[src/rtl/bcs_pkg.sv]
// Package: shared encodings for the burst column address sequencer.
// Assumes: the burst-length codes are fixed at design time; the order
// flag is a single bit.
package bcs_pkg;

    localparam int unsigned BLEN_CODE_W = 3;

    localparam logic [BLEN_CODE_W-1:0] BLEN_CODE_4 = 3'b010;
    localparam logic [BLEN_CODE_W-1:0] BLEN_CODE_8 = 3'b011;

    typedef enum logic {
        ORD_SEQ = 1'b0,
        ORD_ILV = 1'b1
    } order_e;

    typedef struct packed {
        logic   bl8;
        order_e ord;
        logic   autopre;
    } burst_cfg_t;

endpackage

[src/rtl/bcs_len_decode.sv]
// Module: bcs_len_decode
// Decodes the burst-length code into a valid flag and a long-burst select.
// Assumes: only two lengths exist, the full length and half of it.
module bcs_len_decode
    import bcs_pkg::*;
(
    input  logic [BLEN_CODE_W-1:0] code_i,
    output logic                   ok_o,
    output logic                   bl8_o
);

    // Classify the code as short, long or invalid.
    always_comb begin
        bl8_o = (code_i == BLEN_CODE_8);
        ok_o  = (code_i == BLEN_CODE_4) || bl8_o;
    end

endmodule

[src/rtl/bcs_beat_ctr.sv]
// Module: bcs_beat_ctr
// Counts the beats of a running burst and flags the final one.
// Assumes: launch_i is raised only while idle; bl8_i is stable
// for the whole burst.
module bcs_beat_ctr #(
    parameter int unsigned MAX_BEATS = 8,
    localparam int unsigned CNT_W    = $clog2(MAX_BEATS)
) (
    input  logic             clk,
    input  logic             rst_n,
    input  logic             launch_i,
    input  logic             bl8_i,
    output logic             busy_o,
    output logic [CNT_W-1:0] cnt_o,
    output logic             last_o
);

    localparam logic [CNT_W-1:0] TERM_LONG  = CNT_W'(MAX_BEATS - 1);
    localparam logic [CNT_W-1:0] TERM_SHORT = CNT_W'(MAX_BEATS / 2 - 1);

    logic             busy_q;
    logic [CNT_W-1:0] cnt_q;

    // Final beat is reached when the counter meets the selected terminal.
    always_comb begin
        last_o = busy_q && (cnt_q == (bl8_i ? TERM_LONG : TERM_SHORT));
    end

    // Start, advance and end the beat count.
    always_ff @(posedge clk) begin
        if (!rst_n) begin
            busy_q <= 1'b0;
            cnt_q  <= '0;
        end else if (launch_i) begin
            busy_q <= 1'b1;
            cnt_q  <= '0;
        end else if (busy_q) begin
            if (last_o) begin
                busy_q <= 1'b0;
                cnt_q  <= '0;
            end else begin
                cnt_q  <= cnt_q + CNT_W'(1);
            end
        end
    end

    assign busy_o = busy_q;
    assign cnt_o  = cnt_q;

    // the cycle after the final beat carries no beat
    p_end_after_last_r2: assert property (@(posedge clk) disable iff (!rst_n)
        last_o |=> !busy_o);

    // beats before the last advance the count by one each cycle
    p_step_r2: assert property (@(posedge clk) disable iff (!rst_n)
        (busy_o && !last_o) |=> (busy_o && cnt_o == $past(cnt_o) + CNT_W'(1)));

    // a new burst is never launched over a running one
    p_launch_idle_r6: assert property (@(posedge clk) disable iff (!rst_n)
        launch_i |-> !busy_o);

endmodule

[src/rtl/bcs_col_order.sv]
// Module: bcs_col_order
// Forms the column address of one beat from the stored start column.
// Assumes: beat_i stays below the burst length selected by bl8_i.
module bcs_col_order #(
    parameter int unsigned COL_W = 10,
    parameter int unsigned CNT_W = 3
) (
    input  logic [COL_W-1:0] base_i,
    input  logic [CNT_W-1:0] beat_i,
    input  logic             bl8_i,
    input  logic             ilv_i,
    output logic [COL_W-1:0] col_o
);

    logic [CNT_W-1:0] mask;
    logic [CNT_W-1:0] base_lo;
    logic [CNT_W-1:0] mixed;

    // Pick the varying low bits, step them, and keep the rest of the start.
    always_comb begin
        mask    = bl8_i ? {CNT_W{1'b1}} : {1'b0, {(CNT_W-1){1'b1}}};
        base_lo = base_i[CNT_W-1:0];
        mixed   = ilv_i ? (base_lo ^ beat_i) : (base_lo + beat_i);
        col_o   = {base_i[COL_W-1:CNT_W], (base_lo & ~mask) | (mixed & mask)};
    end

endmodule

[src/rtl/burst_col_seq.sv]
// Module: burst_col_seq (top)
// Accepts a burst request while idle, stores its settings and walks the
// column addresses of the burst one beat per cycle. A request with an
// invalid length code is rejected with a one-cycle error pulse.
// Assumes: requests arriving during a burst are dropped, not queued.
module burst_col_seq
    import bcs_pkg::*;
#(
    parameter int unsigned COL_W     = 10,
    parameter int unsigned MAX_BEATS = 8
) (
    input  logic                   clk,
    input  logic                   rst_n,
    input  logic                   start_i,
    input  logic [COL_W-1:0]       start_col_i,
    input  logic [BLEN_CODE_W-1:0] blen_code_i,
    input  logic                   order_i,
    input  logic                   autopre_i,
    output logic                   beat_valid_o,
    output logic [COL_W-1:0]       beat_col_o,
    output logic                   beat_last_o,
    output logic                   beat_autopre_o,
    output logic                   cfg_err_o
);

    localparam int unsigned CNT_W = $clog2(MAX_BEATS);

    logic             code_ok;
    logic             code_bl8;
    logic             busy;
    logic [CNT_W-1:0] cnt;
    logic             accept;
    logic             launch;
    logic [COL_W-1:0] base_q;
    burst_cfg_t       cfg_q;
    logic             err_q;

    bcs_len_decode u_dec (
        .code_i (blen_code_i),
        .ok_o   (code_ok),
        .bl8_o  (code_bl8)
    );

    // A request counts only while no burst runs; a good code launches it.
    always_comb begin
        accept = start_i && !busy;
        launch = accept && code_ok;
    end

    // Capture the burst settings and the rejection pulse.
    always_ff @(posedge clk) begin
        if (!rst_n) begin
            base_q <= '0;
            cfg_q  <= '{bl8: 1'b0, ord: ORD_SEQ, autopre: 1'b0};
            err_q  <= 1'b0;
        end else begin
            err_q <= accept && !code_ok;
            if (launch) begin
                base_q        <= start_col_i;
                cfg_q.bl8     <= code_bl8;
                cfg_q.ord     <= order_e'(order_i);
                cfg_q.autopre <= autopre_i;
            end
        end
    end

    bcs_beat_ctr #(
        .MAX_BEATS (MAX_BEATS)
    ) u_ctr (
        .clk      (clk),
        .rst_n    (rst_n),
        .launch_i (launch),
        .bl8_i    (cfg_q.bl8),
        .busy_o   (busy),
        .cnt_o    (cnt),
        .last_o   (beat_last_o)
    );

    bcs_col_order #(
        .COL_W (COL_W),
        .CNT_W (CNT_W)
    ) u_ord (
        .base_i (base_q),
        .beat_i (cnt),
        .bl8_i  (cfg_q.bl8),
        .ilv_i  (cfg_q.ord == ORD_ILV),
        .col_o  (beat_col_o)
    );

    assign beat_valid_o   = busy;
    assign beat_autopre_o = cfg_q.autopre;
    assign cfg_err_o      = err_q;

    // a rejected request produces no beat in the pulse cycle
    p_err_no_beat_r7: assert property (@(posedge clk) disable iff (!rst_n)
        cfg_err_o |-> !beat_valid_o);

    // the error pulse lasts a single cycle
    p_err_single_r7: assert property (@(posedge clk) disable iff (!rst_n)
        cfg_err_o |=> !cfg_err_o);

    // the bits above the low bits hold across consecutive beats
    p_upper_fixed_r5: assert property (@(posedge clk) disable iff (!rst_n)
        (beat_valid_o && $past(beat_valid_o)) |->
        (beat_col_o[COL_W-1:CNT_W] == $past(beat_col_o[COL_W-1:CNT_W])));

    // the auto-precharge flag holds across a burst
    p_autopre_hold_r8: assert property (@(posedge clk) disable iff (!rst_n)
        (beat_valid_o && $past(beat_valid_o)) |-> $stable(beat_autopre_o));

    // a burst opens only in the cycle after a request
    p_open_after_req_r2: assert property (@(posedge clk) disable iff (!rst_n)
        $rose(beat_valid_o) |-> $past(start_i));

endmodule

[config.mk]
export PLATFORM = sky130hd
export DESIGN_NAME = burst_col_seq
export DESIGN_NICKNAME = d
export VERILOG_FILES = /design/src/rtl/bcs_pkg.sv /design/src/rtl/bcs_len_decode.sv /design/src/rtl/bcs_beat_ctr.sv /design/src/rtl/bcs_col_order.sv /design/src/rtl/burst_col_seq.sv
export SDC_FILE = /design/constraint.sdc
export NUM_CORES = 1
export LEC_CHECK = 0
export ABC_AREA = 1
export BUFFER_PORTS_ARGS = -buffer_cell sky130_fd_sc_hd__buf_4
export CELL_PAD_IN_SITES_DETAIL_PLACEMENT = 1
export CELL_PAD_IN_SITES_GLOBAL_PLACEMENT = 1
export CORE_ASPECT_RATIO = 1.2
export CORE_MARGIN = 2
export CORE_UTILIZATION = 28
export DETAILED_ROUTE_END_ITERATION = 10
export PLACE_DENSITY = 0.7
export REMOVE_ABC_BUFFERS = 1
export SLEW_MARGIN = 10
export SYNTH_ARGS = -nofsm -noshare
export SYNTH_HDL_FRONTEND = slang
export SYNTH_SLANG_ARGS = --single-unit
[constraint.sdc]
create_clock -name clk -period 1.6 [get_ports clk]
set_input_delay 0.32 -clock clk [delete_from_list [all_inputs] [get_ports clk]]
set_output_delay 0.32 -clock clk [all_outputs]
set_load 0.1 [all_outputs]
# Yosys cells after proc, flatten, opt, wreduce, memory -nomap -nowiden
# Cells that the tools add are included.
# op_classes
bitwise	6
reduce_logical	8
addsub	2
n_mux	6
eq_ne	3
# ops
cell	count
two-way mux 3 bit	3
AND 3 bit	2
equality test 3 x 2 -> 1 bit, second input constant	2
logical AND 1 bit	4
adder 3 x 1 -> 3 bit, second input constant	1
adder 3 bit	1
equality test 3 bit	1
two-way mux 1 bit	3
NOT 3 bit	1
OR 3 bit	1
XOR 3 bit	1
zero test 1 bit	2
OR reduction 2 bit	1
logical OR 1 bit	1
NOT 1 bit	1
# totals
inputBits	18
output_inout_bits	14
reg_bits	18
word_cells	32

# Depth between registers and ports, before layout
# Gate-level depths: netlist of the first run.
# logic_depth
word_depth	6
ltp_mapped	8
ltp_nobuf	8

# Cells and area by module
# Synthesis of the first run repeated with hierarchy kept, for this count alone.
# unflattened
hier_cells	142
area_unflattened_um2	968.4
# by_module_without_submodules
mod	seq_area_each_um2	cells_each	instances	area_each_um2
burst_col_seq	280.3	87	1	581.8
bcs_beat_ctr	80.1	27	1	210.2
bcs_col_order	0.0	24	1	158.9
bcs_len_decode	0.0	4	1	17.5

# Worst setup path after synthesis of the first run
# OpenSTA, ideal clock, no wires.
# synth_timing
path_type	reg2out
from	reg u_ctr.cnt_q[0] (netlist: u_ctr.cnt_o[0])
to	out beat_col_o[1]
required_time_ns	1.280
stages_incl_launch_ff	5
n_path_buf	0
setup_slack_ns	-1.789
arrival_time_ns	3.069
cell_sequence	dfxtp_1 > ha_1 > inv_1 > fa_1 > o21ai_0
# synth_via
elab_chain_len	4
# synth_rtl
item	line	rtl
start, declared	bcs_beat_ctr.sv:22	logic [CNT_W-1:0] cnt_q;
start signal, assigned	bcs_beat_ctr.sv:42	cnt_q <= cnt_q + CNT_W'(1);
adder 3 bit	bcs_col_order.sv:23	mixed = ilv_i ? (base_lo ^ beat_i) : (base_lo + beat_i);
two-way mux 3 bit	bcs_col_order.sv:23	
AND 3 bit	bcs_col_order.sv:24	col_o = {base_i[COL_W-1:CNT_W], (base_lo & ~mask) | (mixed & mask)};
OR 3 bit	bcs_col_order.sv:24	
end, declared	burst_col_seq.sv:20	output logic [COL_W-1:0] beat_col_o,
# No other way between the ends.

# Final worst setup path of the first run
# layout_timing
from	reg u_ctr.cnt_q[0] (netlist: u_ctr.cnt_o[0])
to	out beat_col_o[2]
# The elaborated chain is that of the path after synthesis.

==> impl_metrics.tcl, run 1 <==
set metrics [dict create \
    outcome "finished with violations" \
    violations "negative setup slack" \
    area_delta_synth_final_pct 36.8 \
    grt_max_degree 18 \
    coreArea_sq_um 3080 \
    finalCritPeriodShare_pct 129 \
    setup_slack_ps -468 \
    max-vdd-ir-drop_v 0.000542 \
    final.setup.tns_ps -1040 \
    min_from "start_col_i[9]" \
    n_antenna_cell 0 \
    clkLatencyLatePin_ps 290 \
    via_per_inst 4.52 \
    synth_warnings 0 \
    port_buffers 31 \
    min_delay_path_depth 3 \
    ios 32 \
    hold_path_class "primary input to flip-flop" \
    r2r-start "u_ctr.cnt_o[0]" \
    critPathKind "flip-flop to output pin" \
    p_leak_nw 0.554 \
    critPathArrivalTime_ps 1750 \
    cp_num_buf_inv 2 \
    grt_pass1_vias 879 \
    hold_end "base_q[9]" \
    slew_violations 0 \
    dp.cells 175 \
    final-setup-viol-count 3 \
    grt_pass1_wl_mm 3.79 \
    reg2reg_to "u_ctr.cnt_o[2]" \
    place.gp.congestion 0.679 \
    cts_buffer_depth 2 \
    antenna_left 0 \
    cts_buffers 3 \
    worst_path_max_delay_cell "dfxtp_2" \
    worstSetupEndpointType "output pin" \
    yosys.area.top_type "dfxtp_1" \
    via_count 814 \
    min_period_ps 2070 \
    fmax_mhz 484 \
    cp_common_cell "nand2_1" \
    worst_pin_slew_ps 282 \
    synth_top_area_share_pct 39.3 \
    syn_area_per_cell_sq_um 8.05 \
    wl_per_cell_um 11.5 \
    clk_pin_slew_ps 110 \
    power.density_nw_per_um2 855 \
    critPathRequiredTime_ps 1280 \
    cp-start-kind "flip-flop" \
    die_area_sq_um 3750 \
    drc_errors 0 \
    fin_util_pct 40.7 \
    crit_chain "ha_4 -> inv_2 -> fa_2 -> nor2_2 -> nand2_1 -> nand3_1 -> nand2_1 -> nand2_2 -> buf_12" \
    crit_fanout 2 \
    dp_hpwl_mm 1.65 \
    wl_mm 2.07 \
    slew_headroom_pct 81.4 \
    grt.overflow.total 0 \
    nets 167 \
    hold_viol_final 0 \
    initial_core_util_pct 29.7 \
    fill_cells 381 \
    cp_top_family "adder cells" \
    first_pass_iters 4 \
    rrSetupSlack_ps 310 \
    num_rows 22 \
    die_w_um 56.2 \
    worst-path-stages 9 \
    synth_area_leaders "dfxtp_1 39%, nor2_1 10%, o21ai_0 8.2%" \
    htreeDepth 1 \
    ys_types 24 \
    ff2ff_path_depth 7 \
    ys_ff_latch 18 \
    grt_setup_unrepaired "yes" \
    syn_inst 114 \
    synth_area_sq_um 917 \
    fin_cells 180 \
    drtIter0Drc 5 \
    die_y_um 66.7 \
    seq_area_frac_synth_pct 39.3 \
    fin_skew_ps 2.08 \
    critPathMaxStageDelay_ps 370 \
    cts-root-buf "clkbuf_4" \
    clock_sinks 18 \
    antenna_found_initial 0 \
    grt_use_total_pct 12.8 \
    drive_above_1_share_pct 43.8 \
    cts_tree "built" \
    cap_violations 0 \
]
## cell families after synthesis
logic type	Yosys count	synth area share, %
simple gates	49	27.4
buf+inv	24	15.8
compound gates	18	10.2
flops	18	39.3
fa+ha+maj	4	6.28
xor+xnor	1	0.955
## layout make-up
class | count | area, sq um | area share [%]
Inverter | 13 | 53.8 | 4.29
Sequential cell | 18 | 363 | 28.9
Multi-Input combinational cell | 72 | 442 | 35.2
Timing Repair Buffer | 37 | 315 | 25.1
Tap cell | 36 | 45.0 | 3.59
Clock buffer | 4 | 36.3 | 2.89
## synthesized netlist by cell type, drive strengths merged
cell and instances:
a21oi 3, buf 9, clkbuf 2, dfxtp 18, fa 1, ha 3, inv 13, nand2 10
nand3 4, nand3b 1, nand4 1, nor2 31, nor3 1, nor4 1, o21ai 15, xor2 1
## worst reg2reg max path, cell delays in order (launching register included)
cell	delay, ps
dfxtp_2	370
buf_4	130
ha_2	170
nand2_1	80
nand3b_1	190
buf_4	150
nand3_1	60
nor2_1	40
## registers in the layout (all words and copies together) (netlist names)
signal / flops
base_q: 10
u_ctr.cnt_o: 3
cfg_q: 2
beat_autopre_o: 1
cfg_err_o: 1
u_ctr.busy_o: 1
## worst max-delay path by stage
stage,from,to
3_3_place_gp,u_ctr.cnt_o[0],beat_col_o[2]
4_1_cts,u_ctr.cnt_o[0],beat_col_o[2]
2_1_floorplan,u_ctr.cnt_o[0],beat_col_o[1]
6_report,u_ctr.cnt_o[0],beat_col_o[2]
5_1_grt,u_ctr.cnt_o[0],beat_col_o[2]
3_5_place_dp,u_ctr.cnt_o[0],beat_col_o[2]
## metal layers
metal / vias up / global-route usage, % / wire [um]
li1: 408 / - / -
met1: 377 / 13.9 / 825
met2: 25 / 24.6 / 1110
met3: 4 / 1.94 / 102
met4: 0 / 5.06 / 32
met5: - / 0 / 0
## power breakdown
group	internal, W	switching (W)	leakage, nW
combinational	0.0000935	0.000211	0.386
sequential	0.000470	0.0000156	0.148
clock	0.000138	0.000144	0.0210
total	0.000702	0.000371	0.554
## stage by stage
stage | instance area [sq um] | setup slack, ps | hold WS (ps) | total power (W)
global placement | 1140 | -277 | 467 | 0.000780
finish | 1250 | -468 | 274 | 0.00107
CTS | 1250 | -488 | 270 | 0.00108
detailed placement | 1140 | -385 | 484 | 0.000788
global route | 1250 | -593 | 286 | 0.00112
floorplan | 826 | -1790 | 450 | 0.000697
## layout by cell type (no fill, tap or decap), types with 3 or more instances in the layout
cell,count
o21ai_0,13
clkbuf_4,3
nor2_2,6
dfxtp_1,16
nand2_1,8
inv_1,10
nor2_1,24
nand3_1,3
buf_4,34
buf_12,3
## timing repair
item	in CTS	in global routing
setup endpoints to repair	3	3
endpoints found under the hold margin	0	0
resized for setup	21	2
hold buffers	0	0
gates cloned	0	0
setup buffers	1	0
pin swaps	1	2
No activity file was read; power rests on OpenSTA's default activity.
==> run 2: changes to the inputs <==
clock period = 1.77 ns   (was 1.6 ns; I/O delays follow)
==> run 2 against run 1 <==
Net effect: the run still ends with negative setup slack left; register-to-register slack improved by 230 ps; total power fell by 9.7%; hold slack improved by 36 ps; critical path depth did not move; sequential power fell by 9.9%; clock power fell by 9.9%; critical endpoint unchanged; largest cell class unchanged.
==> impl_metrics.tcl, run 2 (synthesized netlist as in run 1, its figures left out) <==
set metrics [dict create \
    drc_errors 0 \
    critPathKind "flip-flop to output pin" \
    worst_path_max_delay_cell "fa_2" \
    first_pass_iters 4 \
    final_common_cell "buf_4" \
    critPathMaxStageDelay_ps 350 \
    die_area_sq_um 3750 \
    dp_hpwl_mm 1.58 \
    fin_skew_ps 1.11 \
    fin_util_pct 40.8 \
    grt_pass1_vias 833 \
    hold_path_class "primary input to flip-flop" \
    ios 32 \
    grt_use_total_pct 12.4 \
    clock_sinks 18 \
    grt.overflow.total 0 \
    power.density_nw_per_um2 770 \
    slew_violations 0 \
    min_period_ps 2090 \
    area_delta_synth_final_pct 37.2 \
    worst_pin_slew_ps 284 \
    coreArea_sq_um 3080 \
    ff2ff_path_depth 6 \
    finalCritPeriodShare_pct 118 \
    htreeDepth 1 \
    via_count 784 \
    top_usage_layer "met2" \
    cp_top_family "adder cells" \
    grt_util_met3_pct 2.14 \
    final_cell_mix "34 x buf_4, 24 x nor2_1, 15 x dfxtp_1" \
    hold_slack_ps 309 \
    drive_above_1_share_pct 45.1 \
    placed_area_sq_um 1140 \
    outcome "finished with violations" \
    rrSetupSlack_ps 540 \
    cap_violations 0 \
    dp.cells 175 \
    fmax_mhz 478 \
    cts-root-buf "clkbuf_4" \
    worstSetupEndpointType "output pin" \
    antenna_found_initial 0 \
    clk_pin_slew_ps 110 \
    grt_max_degree 18 \
    port_buffers 31 \
    cts_buffers 3 \
    place.gp.congestion 0.704 \
    setup_slack_ps -321 \
    hold_buffers 0 \
    p_leak_nw 0.556 \
    r2r-start "u_ctr.busy_o" \
    min_delay_path_depth 3 \
    grt.met1_usage_pct 13.7 \
    min_from "start_col_i[1]" \
    final-setup-viol-count 2 \
    cp_common_cell "nand2_1" \
    reg2reg_to "cfg_q[1]" \
    crit_chain "ha_2 -> inv_2 -> fa_2 -> nor2_2 -> nand2_1 -> nand3_1 -> nand2_1 -> nand2_2 -> buf_12" \
    via_per_inst 4.36 \
    cts_buffer_depth 2 \
    num_rows 22 \
    critPathRequiredTime_ps 1420 \
    antenna_left 0 \
    hold_viol_final 0 \
    wl_per_cell_um 11.2 \
    hold_end "base_q[1]" \
    top_register "base_q" \
    critPathArrivalTime_ps 1740 \
    die_y_um 66.7 \
    fin_cells 180 \
    initial_core_util_pct 29.7 \
    power_w 0.000969 \
    fill_cells 384 \
    crit_fanout 2 \
    clkLatencyLatePin_ps 290 \
    drtIter0Drc 7 \
    n_antenna_cell 0 \
    nets 167 \
    max-vdd-ir-drop_v 0.000460 \
    stdcell_area_sq_um 1260 \
    use_met2_pct 22.6 \
    die_w_um 56.2 \
    slew_headroom_pct 81.2 \
    violations "negative setup slack" \
    wl_mm 2.02 \
    cp_num_buf_inv 2 \
    cts_tree "built" \
    grt_pass1_wl_mm 3.64 \
    cp-start-kind "flip-flop" \
    grt_setup_unrepaired "yes" \
    largest_reg_flops 10 \
]
==> run 2: cell count changes in the layout (fill, tap and decap cells not counted) <==
cell	delta
nand2_1	-1
dfxtp_2	+1
nand2_2	+1
dfxtp_1	-1
==> run 2: worst register-to-register path: cells and delay by family, from the launching register on <==
| kind | cells | cell delay (ps) |
|---|---|---|
| buf+inv | 2 | 330 |
| simple gates | 4 | 490 |
| flops | 1 | 340 |
==> run 2: what timing repair did <==
action / 4_1_cts / 5_1_grt
endpoints found under the setup margin: 3 / 3
hold endpoints to repair: 0 / 0
buffers inserted: 1 / 0
pin swaps: 1 / 1
gates resized for setup: 21 / 4
==> run 2: area by class of cell <==
| type | instances | area (sq um) | share of cell area [%] |
|---|---|---|---|
| multi-input combinational | 72 | 444 | 35.3 |
| sequential | 18 | 364 | 28.9 |
| timing repair buffer | 37 | 315 | 25.0 |
| inverter | 13 | 53.8 | 4.27 |
| tap | 36 | 45.0 | 3.58 |
| clock buffer | 4 | 36.3 | 2.88 |
==> run 2: where the power goes <==
group / switching [W] / internal, W / leakage, nW
sequential: 0.0000132 / 0.000425 / 0.148
clock: 0.000130 / 0.000125 / 0.0210
combinational: 0.000191 / 0.0000841 / 0.386
==> run 2: metrics by stage <==
stage	setup TNS [ps]	setup WS (ps)
6_report	-549	-321
5_1_grt	-836	-488
3_3_place_gp	-176	-139
4_1_cts	-637	-323
3_5_place_dp	-213	-159
2_1_floorplan	-2700	-1650
==> run 2: metal layers <==
| metal | part of all wire [%] | vias to the layer above |
|---|---|---|
| met5 | 0 | - |
| met4 | 0.94 | 0 |
| met3 | 5.8 | 2 |
| met2 | 52 | 21 |
| met1 | 41 | 354 |
| li1 | - | 407 |
==> run 2: worst max-delay path by stage <==
stage,start,end,slack [ps],cells after the start
finish,u_ctr.cnt_o[0],beat_col_o[2],-320,9
global route,base_q[0],beat_col_o[2],-490,9
CTS,u_ctr.cnt_o[0],beat_col_o[2],-320,9
detailed placement,u_ctr.cnt_o[0],beat_col_o[2],-160,7
global placement,u_ctr.cnt_o[0],beat_col_o[2],-140,7
floorplan,u_ctr.cnt_o[0],beat_col_o[1],-1650,4
==> run 3: changes to the inputs <==
ABC_AREA = 0   (was 1)
PLACE_DENSITY = 0.67   (was 0.7)
==> run 3 against run 2 <==
Net effect: the run still ends with negative setup slack left; hold slack better by 22 ps; non-clock buffer count is 2 lower; synthesized cell count is 11% lower; flip-flop and latch count unchanged; total power decreased by 3.2%; critical path depth is 2 lower; first-iteration DRC count fell by 43%; setup slack lost 89 ps; wire length increased by 0.64%; combinational power is 23% lower; via count fell by 4.3%; clock skew grew 2.2 ps.
==> impl_metrics.tcl, run 3 <==
set metrics [dict create \
    p_switching_w 0.000292 \
    final_cell_mix "32 x buf_4, 18 x nand2_1, 15 x dfxtp_1" \
    seq_area_frac_synth_pct 37.4 \
    drtIter0Drc 4 \
    num_rows 23 \
    critPathArrivalTime_ps 1830 \
    multi_input_comb_area_sq_um 533 \
    place.gp.congestion 0.763 \
    fill_cells 389 \
    p_clk_share_pct 31.2 \
    synth_warnings 0 \
    grt_max_degree 17 \
    yosys.area.top_type "dfxtp_1" \
    fmax_mhz 459 \
    cts_buffer_depth 2 \
    via_per_inst 4.57 \
    clkLatencyLatePin_ps 260 \
    die_area_sq_um 3930 \
    die_y_um 68.3 \
    setup_slack_ps -409 \
    switching_share_pct 31.1 \
    violations "negative setup slack" \
    grt_pass1_vias 716 \
    ys_types 26 \
    initial_core_util_pct 29.1 \
    crit_fanout 2 \
    largest_reg_flops 10 \
    cap_violations 0 \
    grt_setup_unrepaired "yes" \
    register_area_sq_um 364 \
    outcome "finished with violations" \
    slew_headroom_pct 76.4 \
    slew_violations 0 \
    grt_pass1_wl_mm 3.29 \
    pre_cts_ws_ps -273 \
    synthTopCellsByCount "19 x nand2_1, 18 x dfxtp_1, 10 x a21boi_2, 10 x nand2_2, 7 x buf_4" \
    share_comb_of_total_power_pct 22.7 \
    antenna_found_initial 0 \
    grt_use_total_pct 11.2 \
    power.density_nw_per_um2 725 \
    worst_pin_slew_ps 354 \
    ys_ff_latch 18 \
    hold_viol_final 0 \
    internal_power_w 0.000646 \
    antenna_left 0 \
    via_count 750 \
    coreArea_sq_um 3310 \
    wl_mm 2.03 \
    synth_area_sq_um 965 \
    ios 32 \
    worstSetupEndpointType "output pin" \
    fin_util_pct 39.1 \
    max-vdd-ir-drop_v 0.000399 \
    synth_edf_count 0 \
    nets 151 \
    area_delta_synth_final_pct 34.1 \
    seq_power_share_pct 46.1 \
    cp-start-kind "flip-flop" \
    hold_path_class "primary input to flip-flop" \
    grt.overflow.total 0 \
    drc_errors 0 \
    clock_sinks 18 \
    cts-root-buf "clkbuf_8" \
    final-setup-viol-count 2 \
    ys.flop_type "dfxtp_1" \
    critPathKind "flip-flop to output pin" \
    finalCritPeriodShare_pct 123 \
    cts_buffers 3 \
    first_pass_iters 2 \
    async_flop_share_pct 0 \
    dp_hpwl_mm 1.57 \
    die_w_um 57.6 \
    n_antenna_cell 0 \
    clk_pin_slew_ps 70 \
    synth_area_leaders "dfxtp_1 37%, a21boi_2 12%, nand2_1 7.4%" \
    min_period_ps 2180 \
    hold_slack_ps 331 \
    critPathRequiredTime_ps 1420 \
    htreeDepth 1 \
    hold_buffers 0 \
    syn_area_per_cell_sq_um 9.55 \
    synth_most_common_cell "nand2_1" \
    fin_skew_ps 3.35 \
    syn_inst 101 \
    cts_tree "built" \
    wl_per_cell_um 12.4 \
    port_buffers 31 \
    final_common_cell "buf_4" \
    top_register "base_q" \
    p_leak_nw 0.517 \
    synth_top_area_share_pct 37.4 \
    drive_above_1_share_pct 57.5 \
]
## run 3: final cells by class
class / count / share of cell area (%)
clock buffers: 3 / 3.19
repair buffers: 35 / 22.1
flip-flops and latches: 18 / 28.1
multi-input cells: 65 / 41.2
well taps: 37 / 3.58
inverters: 6 / 1.74
## run 3: per-layer routing
metal	up-vias	GRT usage, %	part of all wire, %
met4	0	6.10	1.9
met5	-	0	0
met2	24	18.8	51
met1	350	13.3	40
li1	370	-	-
met3	6	2.65	6.5
## run 3: worst paths after layout
path         cells past startpoint  slack (ps)      startpoint        endpoint
max                              7        -410  u_ctr.cnt_o[0]   beat_col_o[2]
max reg2reg                      3         490    u_ctr.busy_o  u_ctr.cnt_o[0]
min                              3         330  start_col_i[7]       base_q[7]
min reg2reg                      2         470  beat_autopre_o  beat_autopre_o
## run 3: power by group through the flow
| stage | Sequential [W] | Clock [W] | Combinational (W) |
|---|---|---|---|
| 2_1_floorplan | 0.000499 | 0 | 0.0000797 |
| 3_3_place_gp | 0.000438 | 0 | 0.000208 |
| 3_5_place_dp | 0.000439 | 0 | 0.000211 |
| 4_1_cts | 0.000431 | 0.000303 | 0.000213 |
| 5_1_grt | 0.000434 | 0.000315 | 0.000226 |
| 6_report | 0.000432 | 0.000292 | 0.000213 |
## run 3: repair_timing
item	4_1_cts	5_1_grt
gates resized for setup	12	9
setup endpoints to repair	3	3
pin swaps	3	2
buffers inserted	1	0
endpoints found under the hold margin	0	0
## run 3: through the flow
stage / power (W) / area (sq um) / cells / setup TNS [ps]
after CTS: 0.000947 / 1250 / 164 / -745
after global routing: 0.000975 / 1290 / 164 / -757
after detailed placement: 0.000650 / 1170 / 160 / -294
final: 0.000938 / 1290 / 164 / -632
after floorplan: 0.000579 / 868 / 89 / -4530
after global placement: 0.000646 / 1170 / 160 / -230
## run 3: critical path, cell delays in order, from the launching register on
cell     delay [ps]
dfxtp_2         350
ha_4            130
inv_2            30
fa_2            340
o21a_1          190
o21ai_2         160
xnor2_2         140
buf_8           220
## run 3: cells by family after synthesis
family                   share of synthesized area, %
AND/OR/NAND/NOR                                  21.9
AO/OA/AOI/OAI                                    17.6
buffers and inverters                            12.3
flip-flops                                       37.4
adder cells (fa/ha/maj)                          5.97
XOR/XNOR                                         2.72
multiplexers                                     2.08
